`src/rtl/dacif_pkg.sv`:
```
// Package: shared widths and pin indices for the two-channel sample front end.
// Assumes exactly two channels and four control pins.
package dacif_pkg;
    localparam int SAMPLE_W = 12;
    localparam int CHANNELS = 2;
    localparam int STROBE_N = 4;

    // Bit positions inside the sampled control-pin vector.
    localparam int IDX_WR_A = 0;
    localparam int IDX_CK_A = 1;
    localparam int IDX_WR_B = 2;
    localparam int IDX_CK_B = 3;

    typedef enum logic {
        MODE_INTERLEAVED = 1'b0,
        MODE_DUAL        = 1'b1
    } port_mode_e;
endpackage

```
`src/rtl/strobe_edge.sv`:
```
// Module: strobe_edge
// Finds rising transitions on N level inputs sampled by the system clock.
// Assumes the inputs are already synchronous to clk. The history clears to
// 0 on reset, so a pin that is high at reset release reports one rise.
module strobe_edge #(
    parameter int N = 4
) (
    input  logic         clk,
    input  logic         rst_n,
    input  logic [N-1:0] lvl,
    output logic [N-1:0] rise
);
    logic [N-1:0] lvl_q;

    // Keep the previous sampled level of each pin.
    always_ff @(posedge clk) begin
        if (!rst_n) lvl_q <= '0;
        else        lvl_q <= lvl;
    end

    // A rise is the high level now following a low level in the last cycle.
    genvar gi;
    generate
        for (gi = 0; gi < N; gi++) begin : g_rise
            assign rise[gi] = lvl[gi] & ~lvl_q[gi];
        end
    endgenerate
endmodule

```
`src/rtl/sample_pipe.sv`:
```
// Module: sample_pipe
// Two-stage hold for one channel: an input register written on load, and an
// output register that copies it on update. When load and update coincide,
// the output takes the value held before the load.
module sample_pipe #(
    parameter int W = 12
) (
    input  logic         clk,
    input  logic         rst_n,
    input  logic         load,
    input  logic [W-1:0] din,
    input  logic         update,
    output logic [W-1:0] dout
);
    logic [W-1:0] held_q;
    logic [W-1:0] out_q;

    // Input stage: capture the steered word on a write event.
    always_ff @(posedge clk) begin
        if (!rst_n)    held_q <= '0;
        else if (load) held_q <= din;
    end

    // Output stage: present the held word on an update event.
    always_ff @(posedge clk) begin
        if (!rst_n)      out_q <= '0;
        else if (update) out_q <= held_q;
    end

    assign dout = out_q;
endmodule

```
`src/rtl/update_sequencer.sv`:
```
// Module: update_sequencer
// Chooses the output update events. In dual mode each channel follows its
// own clock rise. In interleaved mode a one-bit divider on the interleaved
// clock fires both channels on every second rise. A high pairing reset clears
// the phase and blocks updates.
module update_sequencer #(
    parameter int CH = 2
) (
    input  logic          clk,
    input  logic          rst_n,
    input  logic          dual,
    input  logic          ck_a_rise,
    input  logic          ck_b_rise,
    input  logic          pair_clr,
    output logic [CH-1:0] upd
);
    logic phase_q;

    // Divider phase: 1 means the next interleaved clock rise completes a pair.
    always_ff @(posedge clk) begin
        if (!rst_n)         phase_q <= 1'b0;
        else if (dual)      phase_q <= 1'b0;
        else if (pair_clr)  phase_q <= 1'b0;
        else if (ck_a_rise) phase_q <= ~phase_q;
    end

    // Update event per channel for the current mode.
    always_comb begin
        upd = '0;
        if (dual) begin
            upd[0] = ck_a_rise;
            upd[1] = ck_b_rise;
        end else begin
            upd = {CH{ck_a_rise & phase_q & ~pair_clr}};
        end
    end
endmodule

```
`src/rtl/dual_sample_frontend.sv`:
```
// Module: dual_sample_frontend
// Two-channel sample input front end with a dual-port mode and an interleaved
// mode. All control pins are sampled on clk and acted on at their rising
// transitions. mode_dual is expected to change only while rst_n is low.
module dual_sample_frontend
    import dacif_pkg::*;
#(
    parameter int SAMPLE_W_P = SAMPLE_W
) (
    input  logic                  clk,
    input  logic                  rst_n,
    input  logic                  mode_dual,
    input  logic                  strb_a,
    input  logic                  uclk_a,
    input  logic                  strb_b,
    input  logic                  uclk_b,
    input  logic [SAMPLE_W_P-1:0] din_a,
    input  logic [SAMPLE_W_P-1:0] din_b,
    output logic [SAMPLE_W_P-1:0] word_a,
    output logic [SAMPLE_W_P-1:0] word_b
);
    logic [STROBE_N-1:0]                lvl;
    logic [STROBE_N-1:0]                rise;
    logic [CHANNELS-1:0]                load;
    logic [CHANNELS-1:0]                upd;
    logic [CHANNELS-1:0][SAMPLE_W_P-1:0] din_sel;
    logic [CHANNELS-1:0][SAMPLE_W_P-1:0] dout;
    port_mode_e                          mode;

    assign mode = port_mode_e'(mode_dual);

    // Gather the control pins into one vector for edge detection.
    always_comb begin
        lvl           = '0;
        lvl[IDX_WR_A] = strb_a;
        lvl[IDX_CK_A] = uclk_a;
        lvl[IDX_WR_B] = strb_b;
        lvl[IDX_CK_B] = uclk_b;
    end

    strobe_edge #(.N(STROBE_N)) u_edge (
        .clk   (clk),
        .rst_n (rst_n),
        .lvl   (lvl),
        .rise  (rise)
    );

    // Route write events and data to the channel input registers by mode.
    always_comb begin
        din_sel[0] = din_a;
        if (mode == MODE_DUAL) begin
            load[0]    = rise[IDX_WR_A];
            load[1]    = rise[IDX_WR_B];
            din_sel[1] = din_b;
        end else begin
            load[0]    = rise[IDX_WR_A] & strb_b;
            load[1]    = rise[IDX_WR_A] & ~strb_b;
            din_sel[1] = din_a;
        end
    end

    update_sequencer #(.CH(CHANNELS)) u_seq (
        .clk       (clk),
        .rst_n     (rst_n),
        .dual      (mode == MODE_DUAL),
        .ck_a_rise (rise[IDX_CK_A]),
        .ck_b_rise (rise[IDX_CK_B]),
        .pair_clr  (uclk_b),
        .upd       (upd)
    );

    genvar gc;
    generate
        for (gc = 0; gc < CHANNELS; gc++) begin : g_ch
            sample_pipe #(.W(SAMPLE_W_P)) u_pipe (
                .clk    (clk),
                .rst_n  (rst_n),
                .load   (load[gc]),
                .din    (din_sel[gc]),
                .update (upd[gc]),
                .dout   (dout[gc])
            );
        end
    endgenerate

    assign word_a = dout[0];
    assign word_b = dout[1];
endmodule

```
`config.mk`:
```
export PLATFORM = sky130hd
export DESIGN_NAME = dual_sample_frontend
export DESIGN_NICKNAME = d
export VERILOG_FILES = /design/src/rtl/dacif_pkg.sv /design/src/rtl/strobe_edge.sv /design/src/rtl/sample_pipe.sv /design/src/rtl/update_sequencer.sv /design/src/rtl/dual_sample_frontend.sv
export SDC_FILE = /design/constraint.sdc
export NUM_CORES = 1
export LEC_CHECK = 0
export BUFFER_PORTS_ARGS = -buffer_cell sky130_fd_sc_hd__buf_4
export CELL_PAD_IN_SITES_DETAIL_PLACEMENT = 0
export CELL_PAD_IN_SITES_GLOBAL_PLACEMENT = 1
export CORE_MARGIN = 2
export CORE_UTILIZATION = 40
export DETAILED_ROUTE_END_ITERATION = 8
export PLACE_DENSITY_LB_ADDON = 0.1
export REMOVE_ABC_BUFFERS = 1
export SETUP_SLACK_MARGIN = 0.5
export SLEW_MARGIN = 10
export SYNTH_ARGS = -nofsm -noshare
export SYNTH_HDL_FRONTEND = slang
export SYNTH_SLANG_ARGS = --single-unit
```
`constraint.sdc`:
```
create_clock -name clk -period 1.55 [get_ports clk]
set_input_delay 0.465 -clock clk [delete_from_list [all_inputs] [get_ports clk]]
set_output_delay 0.465 -clock clk [all_outputs]
set_load 0.01 [all_outputs]
```
==> run_summary.xml, run 1 <==
<?xml version="1.0" encoding="UTF-8"?>
<metrics>
  <group name="clock_tree">
    <metric name="clk_path_buf_depth" unit="">2</metric>
    <metric name="clock_buffer_count_from_cts" unit="">5</metric>
    <metric name="insertion_delay" unit="ns">0.30</metric>
    <metric name="tritoncts_num_sinks" unit="">53</metric>
    <metric name="cts_tree" unit="">yes</metric>
    <metric name="clk_slew_on_worst_s_h_paths" unit="ns">0.09</metric>
    <metric name="buffer_cell_driving_the_clock_tree_root" unit="">sky130_fd_sc_hd__clkbuf_8</metric>
    <metric name="h-tree-depth" unit="">2</metric>
  </group>
  <group name="worst_setup_path">
    <metric name="setup.worst_path.start_class" unit="">flop</metric>
    <metric name="arrival" unit="ns">0.75</metric>
    <metric name="endpoint_kind" unit="">output pin</metric>
    <metric name="critical_path.n_buffers_inverters" unit="">1</metric>
    <metric name="worst_path_max_delay_cell" unit="">sky130_fd_sc_hd__dfxtp_2</metric>
    <metric name="highest_net_fanout_along_the_worst_path" unit="">2</metric>
    <metric name="critical_path.cell_chain" unit="">buf_6</metric>
    <metric name="critical_path_class" unit="">flop to output pin</metric>
    <metric name="worstPathRequired" unit="ns">1.08</metric>
    <metric name="timing.critical_path.slowest_cell_delay" unit="ns">0.35</metric>
    <metric name="critPathTopFamily" unit="">flip-flops</metric>
  </group>
  <group name="placement">
    <metric name="dp_hpwl" unit="mm">3.085</metric>
    <metric name="place.detailed.instances" unit="">334</metric>
    <metric name="port_buffers" unit="">54</metric>
    <metric name="place_congestion" unit="">0.7532</metric>
    <metric name="placed_cell_area" unit="µm²">2666</metric>
    <metric name="pre_cts_ws" unit="ns">-0.02770</metric>
  </group>
  <group name="drt">
    <metric name="drtPass1Iterations" unit="">2</metric>
    <metric name="avgViaCountPerCell" unit="">4.777</metric>
    <metric name="dr.first_iter.drc_count" unit="">50</metric>
    <metric name="detail_route.wl_per_cell" unit="µm">13.38</metric>
    <metric name="drc" unit="">0</metric>
    <metric name="totalWireLength" unit="mm">4.671</metric>
    <metric name="postRouteAntennaNets" unit="">0</metric>
    <metric name="detailroute.via_count" unit="">1667</metric>
  </group>
  <group name="logic_synthesis">
    <metric name="avgSynthCellArea" unit="µm²">10.04</metric>
    <metric name="mappedNetlistArea" unit="µm²">2200</metric>
    <metric name="synth_enable_flop_cells" unit="">0</metric>
    <metric name="ys_seq_area_share" unit="%">48.24</metric>
    <metric name="synth.top_cell.area_share" unit="%">48.24</metric>
    <metric name="synth_seq_cells" unit="">53</metric>
    <metric name="yosys.cell_types.count" unit="">27</metric>
    <metric name="synthCells" unit="">219</metric>
    <metric name="synth_top_cell_by_area" unit="">sky130_fd_sc_hd__dfxtp_1</metric>
    <metric name="ys_warn_count" unit="">0</metric>
    <metric name="async_flop_share" unit="%">0</metric>
    <metric name="postSynth.topFlopCell" unit="">sky130_fd_sc_hd__dfxtp_1</metric>
    <metric name="synth.top_cells.by_area" unit="">sky130_fd_sc_hd__dfxtp_1, sky130_fd_sc_hd__mux2i_1, sky130_fd_sc_hd__nand2_1</metric>
  </group>
  <group name="die">
    <metric name="io_pins" unit="">55</metric>
    <metric name="std_cell_rows" unit="">26</metric>
    <metric name="die_height" unit="µm">78.16</metric>
    <metric name="fp.dieW" unit="µm">78.16</metric>
    <metric name="initial_util" unit="%">42.26</metric>
    <metric name="placeableCoreArea" unit="µm²">5205</metric>
    <metric name="floorplan.die_area" unit="µm²">6108</metric>
  </group>
  <group name="global_routing">
    <metric name="antenna_violations_before_repair" unit="">0</metric>
    <metric name="globalRouteOverflowTotal" unit="">0</metric>
    <metric name="grt_first_pass_wirelength" unit="mm">7.514</metric>
    <metric name="first_global_vias" unit="">1607</metric>
    <metric name="grt_start_max_net_pins" unit="">31</metric>
    <metric name="gr-usage-all-layers" unit="%">15.74</metric>
  </group>
  <group name="timing">
    <metric name="worst_max_slew_pin_slew" unit="ns">0.2692</metric>
    <metric name="shortest_period_the_worst_path_allows" unit="ns">1.218</metric>
    <metric name="final.hold.worst_slack" unit="ns">0.3775</metric>
    <metric name="finalCritPeriodShare" unit="%">78.57</metric>
    <metric name="finalSetupViolCount" unit="">0</metric>
    <metric name="hold_viol" unit="">0</metric>
    <metric name="rsz_0062_raised_after_global_routing" unit="">true</metric>
    <metric name="slew-limit-headroom" unit="%">82.06</metric>
    <metric name="tns" unit="ns">0</metric>
    <metric name="slack_of_the_critical_path" unit="ns">0.3322</metric>
    <metric name="fmax" unit="MHz">821.2</metric>
    <metric name="slew_viol_final" unit="">0</metric>
    <metric name="clock-skew-final" unit="ns">0.002682</metric>
  </group>
  <group name="outcome">
    <metric name="status" unit="">finished, final reports clean</metric>
  </group>
  <group name="layout">
    <metric name="layout.nets" unit="">310</metric>
    <metric name="drive_above_1_share" unit="%">42.65</metric>
    <metric name="layout_commonest_cell" unit="">sky130_fd_sc_hd__nand2_1</metric>
    <metric name="seqCellArea" unit="µm²">1095</metric>
    <metric name="multi_input_area" unit="µm²">1057</metric>
    <metric name="utilization" unit="%">58.53</metric>
    <metric name="antenna_cells_inserted" unit="">0</metric>
    <metric name="areaGrowthSynthToFinish" unit="%">38.51</metric>
    <metric name="finalNonFillerCells" unit="">349</metric>
    <metric name="fillerInstances" unit="">478</metric>
    <metric name="most-common-layout-cells" unit="">sky130_fd_sc_hd__nand2_1, sky130_fd_sc_hd__buf_4, sky130_fd_sc_hd__buf_6, sky130_fd_sc_hd__dfxtp_1</metric>
    <metric name="stdcell_area" unit="µm²">3047</metric>
  </group>
  <group name="power_and_ir_drop">
    <metric name="post-layout-total-power" unit="mW">2.644</metric>
    <metric name="p_per_area" unit="nW/µm²">867.9</metric>
    <metric name="ir_drop" unit="µV">523.2</metric>
    <metric name="power.static_leakage" unit="nW">1.416</metric>
  </group>
  <group name="run">
    <metric name="maxCapViolations" unit="">0</metric>
  </group>
  <group name="worst_hold_path">
    <metric name="worstHoldPathType" unit="">input pin to flop</metric>
  </group>
</metrics>
-- final timing paths --
check	from	endpoint	slack (ns)	cells past startpoint
worst max register to register	u_edge.lvl_q[1]$_SDFF_PN0_	g_ch[0].u_pipe.dout[1]$_SDFFE_PN0P_	0.34	5
worst min register to register	g_ch[1].u_pipe.held_q[4]$_SDFFE_PN0P_	g_ch[1].u_pipe.dout[4]$_SDFFE_PN0P_	0.45	2
worst max-delay path	g_ch[0].u_pipe.dout[8]$_SDFFE_PN0P_	word_a[8]	0.33	1
worst min-delay path	uclk_a	u_edge.lvl_q[1]$_SDFF_PN0_	0.38	2
-- metal layers --
metal / share of wire [%] / up-vias / global-route usage, %
met3: 5.1 / 5 / 5.172
met1: 48 / 756 / 20.78
met4: 0.88 / 0 / 4.211
li1: - / 866 / -
met5: 0 / - / 0
met2: 46 / 40 / 24.83
-- state kept, by name, summed over array words and instances, names as in the netlist --
name,count
g_ch.u_pipe.dout,24
u_seq.phase_q,1
u_edge.lvl_q,4
g_ch.u_pipe.held_q,24
-- cells in the mapped netlist (all sizes together), types with 3 or more instances --
cell and instances:
o211a 12, and2 4, o21ai 13, dfxtp 53, a21boi 12, nor2b 13, nor2 3, nand2 48
mux2i 24, nand3 12, clkbuf 4, buf 12
-- final cells by class --
type                    instances  area share, %
flip-flops and latches         53          35.93
multi-input cells             151          34.70
repair buffers                 68          23.66
well taps                      70          2.875
clock buffers                   7          2.834
-- power breakdown --
part	switching (mW)	leakage [nW]	internal, mW	total (mW)
logic	0.183	0.927	0.232	0.415
registers	0.0321	0.445	1.42	1.46
clock network	0.417	0.0443	0.355	0.773
-- logic make-up after synthesis --
family | after synthesis | synth area share [%]
buf+inv | 16 | 5.290
compound gates | 39 | 16.33
simple gates | 86 | 18.83
flops | 53 | 48.24
xor+xnor | 1 | 0.3983
mux | 24 | 10.92
-- repair_timing --
item,4_1_cts,5_1_grt
resized for setup,57,13
setup buffers,2,1
cloned,3,2
pin swaps,3,2
hold buffers,0,0
endpoints found under the setup margin,72,72
No activity file was read; power rests on OpenSTA's default activity.
==> run 2, diff against run 1 <==
Settings changed: ABC_AREA set to 1, CORE_UTILIZATION 40 to 38.
Clock period 1.55 ns to 1.3 ns, I/O delays scaled along.
==> run_summary.xml, run 2 <==
<?xml version="1.0" encoding="UTF-8"?>
<metrics>
  <group name="drt">
    <metric name="drtPass1Iterations" unit="">4</metric>
    <metric name="drc" unit="">0</metric>
    <metric name="postRouteAntennaNets" unit="">0</metric>
    <metric name="totalWireLength" unit="mm">5.883</metric>
    <metric name="detailroute.via_count" unit="">2206</metric>
    <metric name="avgViaCountPerCell" unit="">4.684</metric>
    <metric name="dr.first_iter.drc_count" unit="">47</metric>
    <metric name="detail_route.wl_per_cell" unit="µm">12.49</metric>
  </group>
  <group name="logic_synthesis">
    <metric name="synth-compound-area-share" unit="%">13.72</metric>
    <metric name="ys_seq_area_share" unit="%">43.73</metric>
    <metric name="avgSynthCellArea" unit="µm²">7.178</metric>
    <metric name="synth_top_cell_by_area" unit="">sky130_fd_sc_hd__dfxtp_1</metric>
    <metric name="synth.top_cell.area_share" unit="%">43.73</metric>
    <metric name="synth_enable_flop_cells" unit="">0</metric>
    <metric name="yosys.cell_types.count" unit="">18</metric>
    <metric name="synthAdderAreaFrac" unit="%">0</metric>
    <metric name="synth-xor-area-share" unit="%">0</metric>
    <metric name="synthMuxAreaShare" unit="%">0</metric>
    <metric name="synth.top_cells.by_count" unit="">sky130_fd_sc_hd__nand2_1, sky130_fd_sc_hd__nor2_1, sky130_fd_sc_hd__dfxtp_1</metric>
    <metric name="post_synth_and_or_nand_nor_area_fraction" unit="%">30.58</metric>
    <metric name="synth.top_cells.by_area" unit="">sky130_fd_sc_hd__dfxtp_1, sky130_fd_sc_hd__nand2_1, sky130_fd_sc_hd__nor2_1</metric>
    <metric name="postSynth.topFlopCell" unit="">sky130_fd_sc_hd__dfxtp_1</metric>
    <metric name="async_flop_share" unit="%">0</metric>
    <metric name="ys_warn_count" unit="">0</metric>
    <metric name="synth_seq_cells" unit="">53</metric>
    <metric name="synthCells" unit="">338</metric>
    <metric name="mappedNetlistArea" unit="µm²">2426</metric>
    <metric name="synth.most_common_cell" unit="">sky130_fd_sc_hd__nand2_1</metric>
    <metric name="synth_top_family_by_area" unit="">simple AND/OR/NAND/NOR gates</metric>
  </group>
  <group name="power_and_ir_drop">
    <metric name="p_int" unit="mW">2.494</metric>
    <metric name="power_frac_comb" unit="%">20.3</metric>
    <metric name="ir_drop" unit="µV">567.9</metric>
    <metric name="post-layout-total-power" unit="mW">3.490</metric>
    <metric name="p_per_area" unit="nW/µm²">1047</metric>
    <metric name="pwr-share-seq" unit="%">52.5</metric>
    <metric name="switching_share" unit="%">28.54</metric>
    <metric name="p_switching" unit="mW">0.9962</metric>
    <metric name="power.static_leakage" unit="nW">1.602</metric>
    <metric name="clock_network_power_share" unit="%">27.2</metric>
  </group>
  <group name="placement">
    <metric name="place.detailed.instances" unit="">460</metric>
    <metric name="port_buffers" unit="">54</metric>
    <metric name="place_congestion" unit="">0.7856</metric>
    <metric name="dp_hpwl" unit="mm">3.794</metric>
    <metric name="pre_cts_ws" unit="ns">-0.08163</metric>
  </group>
  <group name="worst_hold_path">
    <metric name="whs_path_depth" unit="">3</metric>
    <metric name="end_point_of_the_worst_hold_path" unit="">u_edge.lvl_q[1]$_SDFF_PN0_</metric>
    <metric name="worstHoldPathType" unit="">input pin to flop</metric>
    <metric name="hold_path_startpoint" unit="">uclk_a</metric>
  </group>
  <group name="clock_tree">
    <metric name="insertion_delay" unit="ns">0.31</metric>
    <metric name="clk_path_buf_depth" unit="">2</metric>
    <metric name="clk_slew_on_worst_s_h_paths" unit="ns">0.10</metric>
    <metric name="post_cts_buffers" unit="">0</metric>
    <metric name="tritoncts_num_sinks" unit="">53</metric>
    <metric name="clock_buffer_count_from_cts" unit="">5</metric>
    <metric name="buffer_cell_driving_the_clock_tree_root" unit="">sky130_fd_sc_hd__clkbuf_8</metric>
    <metric name="h-tree-depth" unit="">2</metric>
    <metric name="cts_tree" unit="">yes</metric>
  </group>
  <group name="global_routing">
    <metric name="grt_first_pass_wirelength" unit="mm">10.20</metric>
    <metric name="globalRouteOverflowTotal" unit="">0</metric>
    <metric name="first_global_vias" unit="">2081</metric>
    <metric name="antenna_violations_before_repair" unit="">0</metric>
    <metric name="gr-usage-all-layers" unit="%">17.73</metric>
    <metric name="grt_start_max_net_pins" unit="">25</metric>
  </group>
  <group name="worst_setup_path">
    <metric name="r2r_cells" unit="">5</metric>
    <metric name="rr_endpoint" unit="">g_ch[1].u_pipe.dout[11]$_SDFFE_PN0P_</metric>
    <metric name="critical_path_class" unit="">flop to output pin</metric>
    <metric name="endpoint_kind" unit="">output pin</metric>
    <metric name="worst_path_max_delay_cell" unit="">sky130_fd_sc_hd__dfxtp_2</metric>
    <metric name="timing.reg2reg.setup_slack" unit="ns">0.23</metric>
    <metric name="critical_path.cell_chain" unit="">buf_6</metric>
    <metric name="timing.critical_path.slowest_cell_delay" unit="ns">0.34</metric>
    <metric name="setup.worst_path.start_class" unit="">flop</metric>
    <metric name="worstPathRequired" unit="ns">0.91</metric>
    <metric name="critPathTopFamily" unit="">flip-flops</metric>
    <metric name="timing.rr.start" unit="">u_edge.lvl_q[1]$_SDFF_PN0_</metric>
    <metric name="critical_path.n_buffers_inverters" unit="">1</metric>
    <metric name="arrival" unit="ns">0.77</metric>
    <metric name="highest_net_fanout_along_the_worst_path" unit="">2</metric>
  </group>
  <group name="timing">
    <metric name="tns" unit="ns">0</metric>
    <metric name="rsz_0062_raised_after_global_routing" unit="">true</metric>
    <metric name="shortest_period_the_worst_path_allows" unit="ns">1.155</metric>
    <metric name="finalSetupViolCount" unit="">0</metric>
    <metric name="finalCritPeriodShare" unit="%">88.88</metric>
    <metric name="slack_of_the_critical_path" unit="ns">0.1446</metric>
    <metric name="slew-limit-headroom" unit="%">81.15</metric>
    <metric name="worst_max_slew_pin_slew" unit="ns">0.2798</metric>
    <metric name="slew_viol_final" unit="">0</metric>
    <metric name="fmax" unit="MHz">865.5</metric>
    <metric name="clock-skew-final" unit="ns">0.007794</metric>
    <metric name="hold_viol" unit="">0</metric>
  </group>
  <group name="layout">
    <metric name="areaGrowthSynthToFinish" unit="%">37.34</metric>
    <metric name="finalNonFillerCells" unit="">471</metric>
    <metric name="layout.nets" unit="">424</metric>
    <metric name="drive_above_1_share" unit="%">40.86</metric>
    <metric name="antenna_cells_inserted" unit="">0</metric>
    <metric name="layout_commonest_cell" unit="">sky130_fd_sc_hd__nand2_1</metric>
    <metric name="most-common-layout-cells" unit="">sky130_fd_sc_hd__nand2_1, sky130_fd_sc_hd__nor2_1, sky130_fd_sc_hd__inv_1</metric>
    <metric name="fillerInstances" unit="">632</metric>
  </group>
  <group name="run">
    <metric name="maxCapViolations" unit="">0</metric>
  </group>
  <group name="die">
    <metric name="fp.dieW" unit="µm">83.90</metric>
    <metric name="placeableCoreArea" unit="µm²">6277</metric>
    <metric name="io_pins" unit="">55</metric>
    <metric name="die_height" unit="µm">83.90</metric>
    <metric name="initial_util" unit="%">38.65</metric>
    <metric name="floorplan.die_area" unit="µm²">7039</metric>
    <metric name="std_cell_rows" unit="">29</metric>
  </group>
  <group name="outcome">
    <metric name="status" unit="">finished, final reports clean</metric>
  </group>
</metrics>
-- run 2: logic make-up after synthesis --
| group | count (synthesis) |
|---|---|
| and+or+nand+nor | 170 |
| AOI/OAI and AO/OA | 51 |
| buffers and inverters | 64 |
| DFF | 53 |
-- run 2: routing by layer --
layer	GRT usage (%)	vias up	part of all wire (%)
li1	-	1159	-
met5	0	-	0
met4	4.839	0	1.2
met1	24.03	1009	48
met2	28.44	32	48
met3	4.055	6	3.3
-- run 2: worst max path at each step --
| stage | start | endpoint | slack [ns] | cells after the start |
|---|---|---|---|---|
| 2_1_floorplan | uclk_a | g_ch[1].u_pipe.dout[11]$_SDFFE_PN0P_ | -0.40 | 5 |
| 3_3_place_gp | mode_dual | g_ch[1].u_pipe.held_q[8]$_SDFFE_PN0P_ | -0.04 | 7 |
| 3_5_place_dp | mode_dual | g_ch[0].u_pipe.held_q[4]$_SDFFE_PN0P_ | -0.08 | 6 |
| 4_1_cts | g_ch[0].u_pipe.dout[5]$_SDFFE_PN0P_ | word_a[5] | 0.14 | 1 |
| 5_1_grt | g_ch[0].u_pipe.dout[6]$_SDFFE_PN0P_ | word_a[6] | 0.10 | 1 |
| 6_report | g_ch[0].u_pipe.dout[5]$_SDFFE_PN0P_ | word_a[5] | 0.14 | 1 |
-- run 2: metrics by stage --
step / util, % / instance area (µm²) / hold WS [ns]
after floorplan: - / 2290 / 0.4426
after global placement: 47.14 / 2959 / 0.4674
after detailed placement: 47.14 / 2959 / 0.4677
after CTS: 52.32 / 3284 / 0.2721
after global routing: 53.08 / 3332 / 0.2900
final: 53.08 / 3332 / 0.2800
-- run 2: layout make-up --
type | instances | area (µm²) | area share, %
tap | 77 | 96.34 | 2.891
clock buffer | 6 | 72.57 | 2.178
inverter | 41 | 158.9 | 4.769
clock inverter | 2 | 15.01 | 0.4506
sequential | 53 | 1094 | 32.82
multi-input combinational | 221 | 1186 | 35.60
timing repair buffer | 71 | 709.4 | 21.29
-- run 2: repair_timing --
item / in CTS / in global routing
setup endpoints to repair: 72 / 74
hold buffers: 0 / 0
cloned: 3 / 0
pin swaps: 9 / 8
resized for setup: 94 / 17
-- run 2: power by group through the flow --
stage,Combinational (mW),Sequential (mW),Clock (mW)
3_3_place_gp,0.605,1.84,0
4_1_cts,0.700,1.83,0.974
3_5_place_dp,0.610,1.84,0
2_1_floorplan,0.296,1.85,0
6_report,0.710,1.83,0.949
5_1_grt,0.793,1.85,1.04
